**config.mk**
```make
export PLATFORM = sky130hd
export DESIGN_NAME = rx_err_tally
export DESIGN_NICKNAME = d
export VERILOG_FILES = /design/src/rtl/rx_err_tally_pkg.sv /design/src/rtl/rx_err_tally_cell.sv /design/src/rtl/rx_err_tally_rdport.sv /design/src/rtl/rx_err_tally.sv
export SDC_FILE = /design/constraint.sdc
export NUM_CORES = 1
export LEC_CHECK = 0
export BUFFER_PORTS_ARGS = -buffer_cell sky130_fd_sc_hd__buf_2
export CORE_ASPECT_RATIO = 0.6
export CORE_MARGIN = 8
export CORE_UTILIZATION = 40
export DETAILED_ROUTE_END_ITERATION = 8
export SLEW_MARGIN = 20
export SYNTH_ARGS = -nofsm -noshare
export SYNTH_HDL_FRONTEND = slang
export SYNTH_SLANG_ARGS = --single-unit
export TNS_END_PERCENT = 100
```
**constraint.sdc**
```tcl
create_clock -name clk -period 1.25 [get_ports clk]
set_input_delay 0.0625 -clock clk [delete_from_list [all_inputs] [get_ports clk]]
set_output_delay 0.0625 -clock clk [all_outputs]
set_load 0.05 [all_outputs]
```
**src/rtl/rx_err_tally_pkg.sv**
```systemverilog
// Package: shared widths and limits for the receive error tally bank.
// Assumes: tallies are unsigned and the ceiling fits in the tally width.
package rx_err_tally_pkg;
    localparam int unsigned TALLY_W   = 8;
    localparam int unsigned TALLY_N   = 3;
    localparam int unsigned IDX_W     = 2;
    localparam logic [TALLY_W-1:0] TALLY_CEIL = 8'd192;

    // Which operation a tally performs in a given cycle
    typedef enum logic [1:0] {
        OP_HOLD  = 2'd0,
        OP_INC   = 2'd1,
        OP_CLR   = 2'd2,
        OP_RESTART = 2'd3
    } tally_op_e;
endpackage

```
**src/rtl/rx_err_tally_cell.sv**
```systemverilog
// Module: one saturating tally that is zeroed when read.
// Assumes: evt and clr are single-cycle pulses in the clk domain; a clear
// together with an event restarts the tally at one so no event is lost.
module rx_err_tally_cell
    import rx_err_tally_pkg::*;
#(
    parameter int unsigned W    = TALLY_W,
    parameter logic [W-1:0] CEIL = W'(TALLY_CEIL)
) (
    input  logic         clk,
    input  logic         rst_n,
    input  logic         evt,
    input  logic         clr,
    output logic [W-1:0] count
);
    localparam logic [W-1:0] ONE = W'(1);

    tally_op_e op;
    logic      at_ceil;

    // Decode the action for this cycle from the event and clear pulses
    always_comb begin
        at_ceil = (count >= CEIL);
        unique case ({clr, evt})
            2'b00:   op = OP_HOLD;
            2'b01:   op = at_ceil ? OP_HOLD : OP_INC;
            2'b10:   op = OP_CLR;
            default: op = OP_RESTART;
        endcase
    end

    // Update the tally register
    always_ff @(posedge clk) begin
        if (!rst_n) begin
            count <= '0;
        end else begin
            unique case (op)
                OP_INC:     count <= count + ONE;
                OP_CLR:     count <= '0;
                OP_RESTART: count <= ONE;
                default:    count <= count;
            endcase
        end
    end

    AST_NO_OVERFLOW: assert property (@(posedge clk) disable iff (!rst_n)
        count <= CEIL);
    AST_STEP_ONE: assert property (@(posedge clk) disable iff (!rst_n)
        (!clr && $past(rst_n)) |=> (count == $past(count) || count == $past(count) + ONE));
    AST_CLR_RESULT: assert property (@(posedge clk) disable iff (!rst_n)
        clr |=> (count == (($past(evt)) ? ONE : '0)));
    AST_HOLD_AT_CEIL: assert property (@(posedge clk) disable iff (!rst_n)
        (count == CEIL && !clr) |=> (count == CEIL));
endmodule

```
**src/rtl/rx_err_tally_rdport.sv**
```systemverilog
// Module: host read port; decodes the index into clear pulses and registers
// the selected tally. Assumes rd_stb is one cycle wide; unused indices read 0.
module rx_err_tally_rdport
    import rx_err_tally_pkg::*;
#(
    parameter int unsigned W   = TALLY_W,
    parameter int unsigned N   = TALLY_N,
    parameter int unsigned IW  = IDX_W
) (
    input  logic           clk,
    input  logic           rst_n,
    input  logic           rd_stb,
    input  logic [IW-1:0]  rd_idx,
    input  logic [W-1:0]   counts [N],
    output logic [N-1:0]   clr,
    output logic [W-1:0]   rd_data
);
    logic [W-1:0] sel;

    // One clear pulse per tally, raised only for the addressed tally
    for (genvar g = 0; g < N; g++) begin : g_clr
        assign clr[g] = rd_stb && (rd_idx == IW'(g));
    end

    // Select the addressed tally, or zero for an unused index
    always_comb begin
        sel = '0;
        for (int i = 0; i < N; i++) begin
            if (rd_idx == IW'(i)) sel = counts[i];
        end
    end

    // Capture read data on a strobe, hold it otherwise
    always_ff @(posedge clk) begin
        if (!rst_n)      rd_data <= '0;
        else if (rd_stb) rd_data <= sel;
    end

    AST_ONE_CLEAR: assert property (@(posedge clk) disable iff (!rst_n)
        $onehot0(clr));
    AST_DATA_HOLD: assert property (@(posedge clk) disable iff (!rst_n)
        (!rd_stb && $past(rst_n)) |=> $stable(rd_data));
endmodule

```
**src/rtl/rx_err_tally.sv**
```systemverilog
// Module: top of the receive error tally bank. Three saturating tallies fed
// by event pulses, read and cleared through a strobe/index port.
// Assumes: all inputs synchronous to clk; reset is synchronous active-low.
module rx_err_tally
    import rx_err_tally_pkg::*;
#(
    parameter int unsigned W  = TALLY_W,
    parameter int unsigned N  = TALLY_N,
    parameter int unsigned IW = IDX_W
) (
    input  logic          clk,
    input  logic          rst_n,
    input  logic [N-1:0]  evt_pulse,
    input  logic          rd_stb,
    input  logic [IW-1:0] rd_idx,
    output logic [W-1:0]  rd_data
);
    logic [W-1:0] counts [N];
    logic [N-1:0] clr;

    // One tally cell per event source
    for (genvar g = 0; g < N; g++) begin : g_cell
        rx_err_tally_cell #(.W(W), .CEIL(W'(TALLY_CEIL))) u_cell (
            .clk   (clk),
            .rst_n (rst_n),
            .evt   (evt_pulse[g]),
            .clr   (clr[g]),
            .count (counts[g])
        );

        AST_UNREAD_NO_DROP: assert property (@(posedge clk) disable iff (!rst_n)
            (!clr[g] && $past(rst_n)) |=> (counts[g] >= $past(counts[g])));
    end

    rx_err_tally_rdport #(.W(W), .N(N), .IW(IW)) u_rd (
        .clk     (clk),
        .rst_n   (rst_n),
        .rd_stb  (rd_stb),
        .rd_idx  (rd_idx),
        .counts  (counts),
        .clr     (clr),
        .rd_data (rd_data)
    );
endmodule

```
==> results list <==
- Outcome: complete, but fails checks
* Failing checks: setup timing
- Summing all placed instances gives a cell area of 2010 um^2.
- Worst Path Required: 1.46 ns
* Fin util: 55.8%
* Setup-failing EPs final: 3
- The region available for standard cell placement spans 4100 um^2.
* Final worst path period share: 101%
- CP Data Arrival Time: 1.47 ns
- Sum Neg Setup Slack: -0.0339 ns
* Power Total: 2.23 mW
- The largest total area in the synthesized netlist belongs to sky130_fd_sc_hd__dfxtp_1.
- Ranking of synthesized cells by instance count: 32 x sky130_fd_sc_hd__dfxtp_1, 17 x sky130_fd_sc_hd__a21oi_1, 15 x sky130_fd_sc_hd__nand2_1
- TritonCTS clock tree: built
- The worst setup path is launched from a flip-flop.
- Net Count, Synth: 204
- Worst min-delay path category: in -> reg
- The H-tree was split into 2 levels.
* Flops & latches, synth: 32
- All-Layer GR Usage: 13.3%
- Worst slew slack as a fraction of its limit: 76.6%
- The number of hold buffers added after CTS was 0.
- Cts bufs inserted: 5
- For the pin with the worst max-slew slack, the measured transition is 0.348 ns.
- Setup repair after global routing could not meet its margin everywhere.
- Counting I/O delays and the setup requirement, the final critical path takes 1.27 ns.
- Count of final hold-check violations: 0
- The clock net in this run drives a total of 32 sinks.
* Clock buffer depth: 2
- In this run the count of I/O pins placed on the die edge is 16.
- Initial DRC Count: 130
- Count of unresolved DRC violations after routing: 0
* Asr flop ratio synth: 0%
* Count of flip-flops with a built-in enable after synthesis: 0
* First-pass GRT wire length: 7040 um
- Starting Density: 41.7%
- Final setup slack of the worst path: -0.0163 ns
- Instance count of the mapped netlist: 193
- The max-slew violation total from the final report came to 0.
* Final instance area: 2290 um^2
- The floorplan has 18 rows.
- 0 antenna diodes ended up in the layout.
- Max rail drop VDD: 0.463 mV
- Predominant post-synthesis flop cell: sky130_fd_sc_hd__dfxtp_1
- Detailed placement ended at an HPWL of 3260 um.
- Power per cell area: 976 nW/um^2
* Kind of end point of the critical path: flip-flop
* Number of different library cells in the post-synthesis netlist: 39
- Global routing finished with a remaining overflow of 0.
- For the final database, setup skew stands at 0.00567 ns.
- Mean routed wirelength per cell: 15.6 um
- During placement, the flow inserted port buffers numbering 15.
* Initial antenna violation count: 0
- Cell types occupying the most area after synthesis: sky130_fd_sc_hd__dfxtp_1 37%, sky130_fd_sc_hd__mux2i_1 7.6%, sky130_fd_sc_hd__nand3b_1 5.3%
* Number of nets in the layout: 249
- Die W: 100 um
* Vias per cell: 5.48
- The number of global-route vias before repair was 1495.
* Cell at the root of the clock tree: sky130_fd_sc_hd__clkbuf_8
* Filler Cells Inserted: 412
* Critical-path maximum fanout: 3
* Largest net degree at the start of global routing: 20
- Synthesized area per cell: 8.86 um^2
- The floorplan step defined a die boundary enclosing 6690 um^2.
- Max-cap violations in this run came to 0.
* Most frequently used cell type in the post-synthesis netlist: sky130_fd_sc_hd__dfxtp_1
- Vertical extent of the die: 66.7 um
- The share of synthesized area in the top cell type comes to 37.5%.
- Vias: 1632
- During synthesis, Yosys emitted a total of 0 warnings.
* Final routed wirelength across all metal layers: 4630 um
- Clock Pin Slew Worst Setup and Hold Paths: 0.07 ns
- Static timing analysis puts the maximum clock frequency at 790 MHz.
- Sequential elements use 37.5% of the synthesized area.
* ANT nets after route: 0
- In the final layout, the share of cells above drive strength 1 is 44.5%.
* Area added between synthesis and finish: 33.8%
- After synthesis the cells add up to 1710 um^2.
* Clock insertion delay at the later pin of the skew report: 0.28 ns
* First-pass detailed-route iteration total: 4
- Routability-driven placement finished with a final weighted congestion of 0.809.
- The analysis attributes to cell leakage a power of 0.896 nW.
- Critical Setup Path Class: reg -> reg
==> area by class of cell <==
class,count,area [um^2],area share [%]
clock buffers,7,96.3,4.21
multi-input cells,146,1100,48.0
well taps,60,75.1,3.28
flip-flops and latches,32,673,29.4
repair buffers,48,327,14.3
inverters,5,18.8,0.820
==> power breakdown <==
part           total, mW  internal (mW)  switching (mW)
logic              0.311          0.131           0.180
registers           1.06           1.04          0.0184
clock network      0.863          0.490           0.373
total               2.23           1.66           0.571
==> kinds of logic (layout without fill, tap and decap cells) <==
family          after synthesis  in the layout  share of synthesized area, %
flops                        32             32                          37.5
fa+ha+maj                     3              3                          2.19
simple gates                 65             65                          22.3
compound gates               61             63                          23.8
buf+inv                      17             60                          5.34
mux                          15             15                          8.92
==> path summary, 6_finish.rpt <==
kind	depth (start not counted)	from	to	slack [ns]
max	4	g_cell[1].u_cell.count[0]	g_cell[1].u_cell.count[4]	-0.02
min	2	rst_n	g_cell[2].u_cell.count[0]	0.13
max reg2reg	4	g_cell[1].u_cell.count[0]	g_cell[1].u_cell.count[4]	-0.02
min reg2reg	2	g_cell[1].u_cell.count[5]	g_cell[1].u_cell.count[5]	0.52
==> flip-flops by register name, indices dropped and copies added, names as in the netlist <==
name / flops
u_rd.rd_data: 8
g_cell.u_cell.count: 24
==> metrics by stage <==
step                instances  hold slack, ns  setup WS [ns]
floorplan                 193           0.215        -0.0415
global placement          285           0.398       -0.00909
detailed placement        285           0.428        -0.0601
CTS                       296           0.126       -0.00178
global route              298           0.140        -0.0502
finish                    298           0.133        -0.0163
==> critical path: stages, from the launching register on <==
cell                      delay (ns)
sky130_fd_sc_hd__dfxtp_2        0.33
sky130_fd_sc_hd__ha_1           0.15
sky130_fd_sc_hd__inv_2          0.05
sky130_fd_sc_hd__or4_1          0.52
sky130_fd_sc_hd__a21oi_1        0.14
==> metal layers <==
layer | global-route usage (%) | wire length (um) | part of all wire (%) | up-vias
li1 | - | - | - | 804
met1 | 17.5 | 2230 | 48 | 780
met2 | 20.8 | 2100 | 45 | 41
met3 | 3.53 | 252 | 5.4 | 7
met4 | 4.67 | 55 | 1.2 | 0
met5 | 0 | 0 | 0 | -
==> cells in the final DEF, fill, tap and decap left out, types with 2 or more instances in the layout <==
master	Yosys	routed
sky130_fd_sc_hd__a21bo_2	1	2
sky130_fd_sc_hd__a21bo_4	0	2
sky130_fd_sc_hd__a21boi_0	5	4
sky130_fd_sc_hd__a21boi_1	1	2
sky130_fd_sc_hd__a21o_1	3	3
sky130_fd_sc_hd__a21oi_1	17	10
sky130_fd_sc_hd__a21oi_2	0	7
sky130_fd_sc_hd__a31oi_1	4	4
sky130_fd_sc_hd__and3_1	2	2
sky130_fd_sc_hd__buf_2	3	15
sky130_fd_sc_hd__buf_4	0	32
sky130_fd_sc_hd__clkbuf_8	0	7
sky130_fd_sc_hd__dfxtp_1	32	14
sky130_fd_sc_hd__dfxtp_2	0	14
sky130_fd_sc_hd__dfxtp_4	0	4
sky130_fd_sc_hd__ha_4	0	2
sky130_fd_sc_hd__inv_1	5	3
sky130_fd_sc_hd__inv_2	0	2
sky130_fd_sc_hd__mux2_2	2	2
sky130_fd_sc_hd__mux2i_1	13	13
sky130_fd_sc_hd__nand2_1	15	14
sky130_fd_sc_hd__nand3_1	11	11
sky130_fd_sc_hd__nand3b_1	12	12
sky130_fd_sc_hd__nor2_1	2	2
sky130_fd_sc_hd__nor2b_1	3	3
sky130_fd_sc_hd__o21a_1	7	7
sky130_fd_sc_hd__o21ai_0	9	9
sky130_fd_sc_hd__o21ba_2	2	2
sky130_fd_sc_hd__o31ai_1	8	8
sky130_fd_sc_hd__or2_2	3	3
sky130_fd_sc_hd__or4_1	8	2
sky130_fd_sc_hd__or4_4	0	6
==> what timing repair did <==
item,CTS,global route
buffers inserted,3,1
pin swaps,6,5
cloned,1,1
resized for setup,15,30
endpoints found under the setup margin,8,13
Power figures use the tool's default switching activity.
